`src/rtl/rbr_pkg.sv`:
```
// Package: shared status encoding and size decoding for the read bridge.
// Assumes the widest read is 64 bytes.
package rbr_pkg;
    localparam int RBR_CNT_W = 7;

    // Each state value is the status word that software sees.
    typedef enum logic [3:0] {
        ST_IDLE = 4'h0,
        ST_REQ  = 4'hB,
        ST_WAIT = 4'h8,
        ST_FULL = 4'h5
    } rbr_state_e;

    localparam logic [1:0] SZ_4  = 2'd0;
    localparam logic [1:0] SZ_BAD = 2'd1;
    localparam logic [1:0] SZ_32 = 2'd2;
    localparam logic [1:0] SZ_64 = 2'd3;

    // Byte count for a size code; the illegal code yields zero.
    function automatic logic [RBR_CNT_W-1:0] rbr_bytes(input logic [1:0] code);
        case (code)
            SZ_4:    return 7'd4;
            SZ_32:   return 7'd32;
            SZ_64:   return 7'd64;
            default: return 7'd0;
        endcase
    endfunction
endpackage

```
`src/rtl/rbr_cmd_decode.sv`:
```
// Splits the broadside configuration word into auto enable and size code.
// Assumes the word is only meaningful in the cycle cmd_we is high.
module rbr_cmd_decode #(
    parameter int CFG_W = 32
) (
    input  logic [CFG_W-1:0] cfg,
    output logic             auto_en,
    output logic [1:0]       size_code,
    output logic             legal
);
    import rbr_pkg::*;

    logic unused_cfg_bits;

    // Field extraction: bit 0 auto, bits [2:1] size; other bits are reserved.
    always_comb begin
        auto_en         = cfg[0];
        size_code       = cfg[2:1];
        legal           = (cfg[2:1] != SZ_BAD);
        unused_cfg_bits = ^cfg[CFG_W-1:3];
    end
endmodule

```
`src/rtl/rbr_fetch_ctrl.sv`:
```
// Sequencer: accepts a command in idle, drives one memory request, waits
// for its response, then waits for the core to collect. Auto mode re-arms
// at the next address. Assumes one outstanding read and a single-beat
// response.
module rbr_fetch_ctrl #(
    parameter int ADDR_W = 32
) (
    input  logic              clk,
    input  logic              rst_n,
    input  logic              cmd_we,
    input  logic              cmd_legal,
    input  logic              cmd_auto,
    input  logic [1:0]        cmd_code,
    input  logic [ADDR_W-1:0] cmd_addr,
    input  logic              collect,
    input  logic              mreq_ready,
    input  logic              mrsp_valid,
    output rbr_pkg::rbr_state_e state,
    output logic              mreq_valid,
    output logic [ADDR_W-1:0] mreq_addr,
    output logic [1:0]        code_q,
    output logic              capture,
    output logic              underrun
);
    import rbr_pkg::*;

    rbr_state_e        state_d;
    logic [ADDR_W-1:0] addr_q, addr_d;
    logic              auto_q, auto_d;
    logic [1:0]        code_d;
    logic              underrun_q;
    logic [ADDR_W-1:0] step;

    assign step = ADDR_W'(rbr_bytes(code_q));

    // Next-state and command latch decision.
    always_comb begin
        state_d = state;
        addr_d  = addr_q;
        code_d  = code_q;
        auto_d  = auto_q;
        case (state)
            ST_IDLE: if (cmd_we && cmd_legal) begin
                state_d = ST_REQ;
                addr_d  = cmd_addr;
                code_d  = cmd_code;
                auto_d  = cmd_auto;
            end
            ST_REQ:  if (mreq_ready) state_d = ST_WAIT;
            ST_WAIT: if (mrsp_valid) state_d = ST_FULL;
            ST_FULL: if (collect) begin
                if (auto_q) begin
                    state_d = ST_REQ;
                    addr_d  = addr_q + step;
                end else begin
                    state_d = ST_IDLE;
                end
            end
            default: state_d = ST_IDLE;
        endcase
    end

    // State and command registers.
    always_ff @(posedge clk) begin
        if (!rst_n) begin
            state  <= ST_IDLE;
            addr_q <= '0;
            code_q <= SZ_4;
            auto_q <= 1'b0;
        end else begin
            state  <= state_d;
            addr_q <= addr_d;
            code_q <= code_d;
            auto_q <= auto_d;
        end
    end

    // Sticky flag for a collect made before data is full.
    always_ff @(posedge clk) begin
        if (!rst_n)                           underrun_q <= 1'b0;
        else if (collect && state != ST_FULL) underrun_q <= 1'b1;
    end

    assign mreq_valid = (state == ST_REQ);
    assign mreq_addr  = addr_q;
    assign capture    = (state == ST_WAIT) && mrsp_valid;
    assign underrun   = underrun_q;

    p_req_hold_r6: assert property (@(posedge clk) disable iff (!rst_n)
        mreq_valid && !mreq_ready |=> mreq_valid && $stable(mreq_addr) && $stable(code_q));
    p_handshake_r6: assert property (@(posedge clk) disable iff (!rst_n)
        mreq_valid && mreq_ready |=> state == ST_WAIT && !mreq_valid);
    p_busy_ignore_r5: assert property (@(posedge clk) disable iff (!rst_n)
        cmd_we && (state == ST_REQ || state == ST_WAIT) |=> $stable(addr_q) && $stable(code_q));
    p_done_idle_r9: assert property (@(posedge clk) disable iff (!rst_n)
        state == ST_FULL && collect && !auto_q |=> state == ST_IDLE);
    p_auto_step_r10: assert property (@(posedge clk) disable iff (!rst_n)
        state == ST_FULL && collect && auto_q |=>
            state == ST_REQ && addr_q == $past(addr_q) + $past(step));
    p_underrun_sticky_r11: assert property (@(posedge clk) disable iff (!rst_n)
        underrun |=> underrun);
endmodule

```
`src/rtl/rbr_data_hold.sv`:
```
// Holding register for the returned bytes. Bytes beyond the read size are
// stored as zero. Data is only visible while the status says full.
// Assumes capture is a single-cycle strobe.
module rbr_data_hold #(
    parameter int MAX_BYTES = 64
) (
    input  logic                   clk,
    input  logic                   rst_n,
    input  logic                   capture,
    input  logic                   full,
    input  logic [1:0]             size_code,
    input  logic [MAX_BYTES*8-1:0] rsp_data,
    output logic [MAX_BYTES*8-1:0] rd_data
);
    import rbr_pkg::*;

    logic [RBR_CNT_W-1:0] nbytes;
    logic [7:0]           hold_q [MAX_BYTES];

    assign nbytes = rbr_bytes(size_code);

    for (genvar b = 0; b < MAX_BYTES; b++) begin : g_byte
        // Capture one byte lane, zeroing lanes above the read size.
        always_ff @(posedge clk) begin
            if (!rst_n)       hold_q[b] <= '0;
            else if (capture) hold_q[b] <= (RBR_CNT_W'(b) < nbytes) ? rsp_data[b*8 +: 8] : 8'h00;
        end
        assign rd_data[b*8 +: 8] = full ? hold_q[b] : 8'h00;
    end

    p_upper_zero_r7: assert property (@(posedge clk) disable iff (!rst_n)
        full && size_code == SZ_4 |-> rd_data[MAX_BYTES*8-1:32] == '0);
endmodule

```
`src/rtl/rbr_read_bridge.sv`:
```
// Top: broadside read bridge. A command store starts one memory read. The
// status walks 0xB, 0x8, 0x5. A collect returns the held data. Assumes a
// 64-byte maximum transfer (MAX_BYTES = 64).
module rbr_read_bridge #(
    parameter int ADDR_W    = 32,
    parameter int CFG_W     = 32,
    parameter int MAX_BYTES = 64,
    localparam int DATA_W   = MAX_BYTES * 8
) (
    input  logic              clk,
    input  logic              rst_n,
    input  logic              cmd_we,
    input  logic [CFG_W-1:0]  cmd_cfg,
    input  logic [ADDR_W-1:0] cmd_addr,
    input  logic              collect,
    output logic [DATA_W-1:0] rd_data,
    output logic [3:0]        rd_status,
    output logic              rd_underrun,
    output logic              mreq_valid,
    input  logic              mreq_ready,
    output logic [ADDR_W-1:0] mreq_addr,
    output logic [1:0]        mreq_size,
    input  logic              mrsp_valid,
    input  logic [DATA_W-1:0] mrsp_data
);
    import rbr_pkg::*;

    logic       dec_auto, dec_legal, capture;
    logic [1:0] dec_code, code_q;
    rbr_state_e state;

    rbr_cmd_decode #(.CFG_W(CFG_W)) u_dec (
        .cfg(cmd_cfg), .auto_en(dec_auto), .size_code(dec_code), .legal(dec_legal)
    );

    rbr_fetch_ctrl #(.ADDR_W(ADDR_W)) u_ctrl (
        .clk(clk), .rst_n(rst_n), .cmd_we(cmd_we), .cmd_legal(dec_legal),
        .cmd_auto(dec_auto), .cmd_code(dec_code), .cmd_addr(cmd_addr),
        .collect(collect), .mreq_ready(mreq_ready), .mrsp_valid(mrsp_valid),
        .state(state), .mreq_valid(mreq_valid), .mreq_addr(mreq_addr),
        .code_q(code_q), .capture(capture), .underrun(rd_underrun)
    );

    rbr_data_hold #(.MAX_BYTES(MAX_BYTES)) u_hold (
        .clk(clk), .rst_n(rst_n), .capture(capture), .full(state == ST_FULL),
        .size_code(code_q), .rsp_data(mrsp_data), .rd_data(rd_data)
    );

    assign rd_status = state;
    assign mreq_size = code_q;

    p_status_legal_r2: assert property (@(posedge clk) disable iff (!rst_n)
        rd_status == 4'h0 || rd_status == 4'hB || rd_status == 4'h8 || rd_status == 4'h5);
    p_accept_r3: assert property (@(posedge clk) disable iff (!rst_n)
        rd_status == 4'h0 && cmd_we && dec_legal |=> rd_status == 4'hB && mreq_addr == $past(cmd_addr));
endmodule

```
`config.mk`:
```
export PLATFORM = sky130hd
export DESIGN_NAME = rbr_read_bridge
export DESIGN_NICKNAME = d
export VERILOG_FILES = /design/src/rtl/rbr_pkg.sv /design/src/rtl/rbr_cmd_decode.sv /design/src/rtl/rbr_fetch_ctrl.sv /design/src/rtl/rbr_data_hold.sv /design/src/rtl/rbr_read_bridge.sv
export SDC_FILE = /design/constraint.sdc
export NUM_CORES = 1
export LEC_CHECK = 0
export ABC_CLOCK_PERIOD_IN_PS = 14000
export BUFFER_PORTS_ARGS = -buffer_cell sky130_fd_sc_hd__buf_2
export CORE_AREA = 3 3 445 447
export CTS_CLUSTER_DIAMETER = 100
export DETAILED_ROUTE_END_ITERATION = 10
export DIE_AREA = 0 0 448 450
export GPL_TIMING_DRIVEN = 0
export PLACE_DENSITY_LB_ADDON = 0.2
export SETUP_SLACK_MARGIN = 0.4
export SYNTH_ARGS = -nofsm -noshare
export SYNTH_HDL_FRONTEND = slang
export SYNTH_SLANG_ARGS = --single-unit
```
`constraint.sdc`:
```
create_clock -name clk -period 14 [get_ports clk]
set_input_delay 1.4 -clock clk [delete_from_list [all_inputs] [get_ports clk]]
set_output_delay 1.4 -clock clk [all_outputs]
set_load 0.01 [all_outputs]
```
==> impl_metrics.yaml <==
power:
  vdd_drop_max_uv: 73.5
  p_leak_nw: 16.0
  p_per_area_nw_per_um2: 118
floorplan:
  die_h_um: 450
  ios: 1134
  die_w_um: 448
  row_count: 162
  core_area_sq_um: 195000
  start_util: 0.127
  dieArea_sq_um: 202000
placement:
  dp_cells: 5636
  place_congestion: 0.864
  dp_hpwl_um: 115000
  place_area_sq_um: 33700
  portBuffers: 1104
yosys:
  synthDistinctLibCells: 61
  synth_edf_count: 512
  synthFlopType: "edfxtp_1"
  syn_avg_cell_area_sq_um: 12.5
  synth_most_common_cell: "and2_1"
  ys_seq_area_frac: 0.654
  yosys-top-cells-count: "and2_1, edfxtp_1, clkbuf_1"
  yosys.area.top_type_share: 0.622
  postSynthCellCount: 1983
  synth_seq_cells: 552
  synth_area_sq_um: 24700
  syn_nets: 2569
  yosys_warnings: 0
  synth_area_leaders: "edfxtp_1, and2_1, dfxtp_1"
  synth_area_leader_cell: "edfxtp_1"
  synthArstFlopShare: 0
drt:
  post_drt_wl_per_cell_um: 24.5
  antenna_left: 0
  via_per_inst: 3.43
  vias: 19892
  first_pass_iters: 5
  totalWireLength_um: 142000
  dr.first_iter.drc_count: 1148
  route.detailed.drc: 0
clock_tree:
  htreeDepth: 3
  cts-root-buf: "clkbuf_16"
  cts_buffer_depth: 3
  clkSinkCount: 552
  cts_buffers: 81
  ctsResizeCount: 0
  worstSkewPairLatency_ps: 690
  clk_pin_slew_ps: 50
  cts_tree: "built"
  ctsHoldBuffers: 0
  postCtsSetupRepairBufs: 0
global_route:
  track_usage: 0.137
  grt_max_degree: 101
  grt_first_pass_wirelength_um: 187000
  grt_pass1_vias: 20252
  gr-total-overflow: 0
  grt_antenna_before_repair: 75
timing:
  finalSetupViolCount: 0
  fin_crit_ps: 5530
  maxSlewViolCount: 0
  rsz0062_at_grt: "false"
  skew_ps: 23.2
  slew_headroom: 0.144
  tightest_slew_ps: 1280
  finalCritPeriodShare: 0.395
  final_hold_viol_count: 0
  max_freq_mhz: 181
worst_setup_path:
  critPathMaxFanout: 12
  cp.required_ps: 12600
  startpoint_type: "flip-flop"
  worstSetupPathType: "reg -> out"
  arrival_ps: 4130
  cp-end-kind: "output pin"
cells_and_area:
  nFillCells: 21856
  fin_cells: 5807
  drive_above_1_share: 0.385
  finish.instance_area_sq_um: 36200
  final_nets: 3763
  layout-area-overhead-vs-synth_pct: 46.4
run:
  drv_cap: 0
outcome:
  outcome: "complete, no violations"
worst_hold_path:
  min_path_type: "reg -> reg"
==> worst max-delay path, cell delays in order, from the launching register on <==
cell and delay (ps):
dfxtp_1 490, and4bb_1 250, buf_2 480, clkbuf_1 990, clkbuf_1 780, and2_1 240, buf_2 190
==> final cells by class <==
cell class              count  area (sq um)  area share
well taps                2542          3180      0.0879
flip-flops and latches    552         16200       0.447
clock buffers             107          2190      0.0605
plain buffers             133           509      0.0141
clock inverters            36           279     0.00771
diodes                     28          70.1     0.00194
repair buffers           1111          5720       0.158
multi-input cells        1293          8050       0.222
inverters                   5          18.8    0.000519
==> layer usage <==
metal  global-route usage  part of all wire
met5                    0           0.00056
met4               0.0368             0.026
met2                0.236              0.50
met3               0.0453             0.075
met1                0.161              0.40
==> state kept, by name, indices dropped and copies added, names as in the netlist <==
signal / flops
u_hold.hold_q: 512
u_ctrl.mreq_addr: 32
u_ctrl.state: 4
u_ctrl.code_q: 2
u_ctrl.auto_q: 1
u_ctrl.underrun: 1
==> power by group <==
group / leakage [nW] / switching (W) / internal, W / total, W
registers: 5.66 / 0.0000563 / 0.00195 / 0.00200
logic: 9.10 / 0.000182 / 0.000111 / 0.000293
clock network: 1.19 / 0.000848 / 0.00114 / 0.00199
total: 16.0 / 0.00109 / 0.00320 / 0.00428
==> cell usage in the layout, fill, tap and decap left out, drive strengths merged, types with 3 or more instances in the layout <==
master	Yosys	layout
buf	11	1122
and2	1027	1027
edfxtp	512	512
clkbuf	122	229
nand2	46	46
dfxtp	40	40
nor2	33	33
a21oi	29	29
diode	0	28
nand3	27	27
clkinv	0	25
o21ai	17	17
inv	5	13
nand4	12	12
a31oi	11	11
and3	9	9
nor4	8	8
a311oi	6	6
o31a	5	5
a211oi	5	5
nor3b	5	5
nor3	5	5
o221a	4	4
ha	4	4
a21o	4	4
a41oi	3	3
o22ai	3	3
or2	3	3
o21a	3	3
==> worst paths after layout <==
check / startpoint / endpoint / slack (ps) / depth (start not counted)
setup / recovery: u_ctrl.state[0] / rd_data[135] / 8470 / 6
hold / removal: u_ctrl.mreq_addr[0] / u_ctrl.mreq_addr[0] / 450 / 2
setup reg to reg: u_ctrl.state[3] / u_hold.hold_q[2][3] / 10620 / 7
hold reg to reg: u_ctrl.mreq_addr[0] / u_ctrl.mreq_addr[0] / 450 / 2
==> cell families after synthesis <==
| family | after synthesis | synth area share |
|---|---|---|
| simple gates | 1184 | 0.293 |
| flops | 552 | 0.654 |
| buf+inv | 138 | 0.0213 |
| compound gates | 102 | 0.0278 |
| fa+ha+maj | 4 | 0.00202 |
| mux | 2 | 0.00106 |
| xor+xnor | 1 | 0.000354 |
==> stage by stage <==
| step | setup WS, ps | power [W] | TNS [ps] | hold WS (ps) | util |
|---|---|---|---|---|---|
| floorplan | 5340 | 0.00217 | 0 | 466 | - |
| global placement | -306 | 0.00241 | -107350 | 446 | 0.172 |
| detailed placement | 8720 | 0.00234 | 0 | 451 | 0.173 |
| CTS | 7890 | 0.00438 | 0 | 458 | 0.186 |
| global route | 7970 | 0.00446 | 0 | 478 | 0.186 |
| finish | 8470 | 0.00428 | 0 | 453 | 0.186 |
No activity file was read; power rests on OpenSTA's default activity.
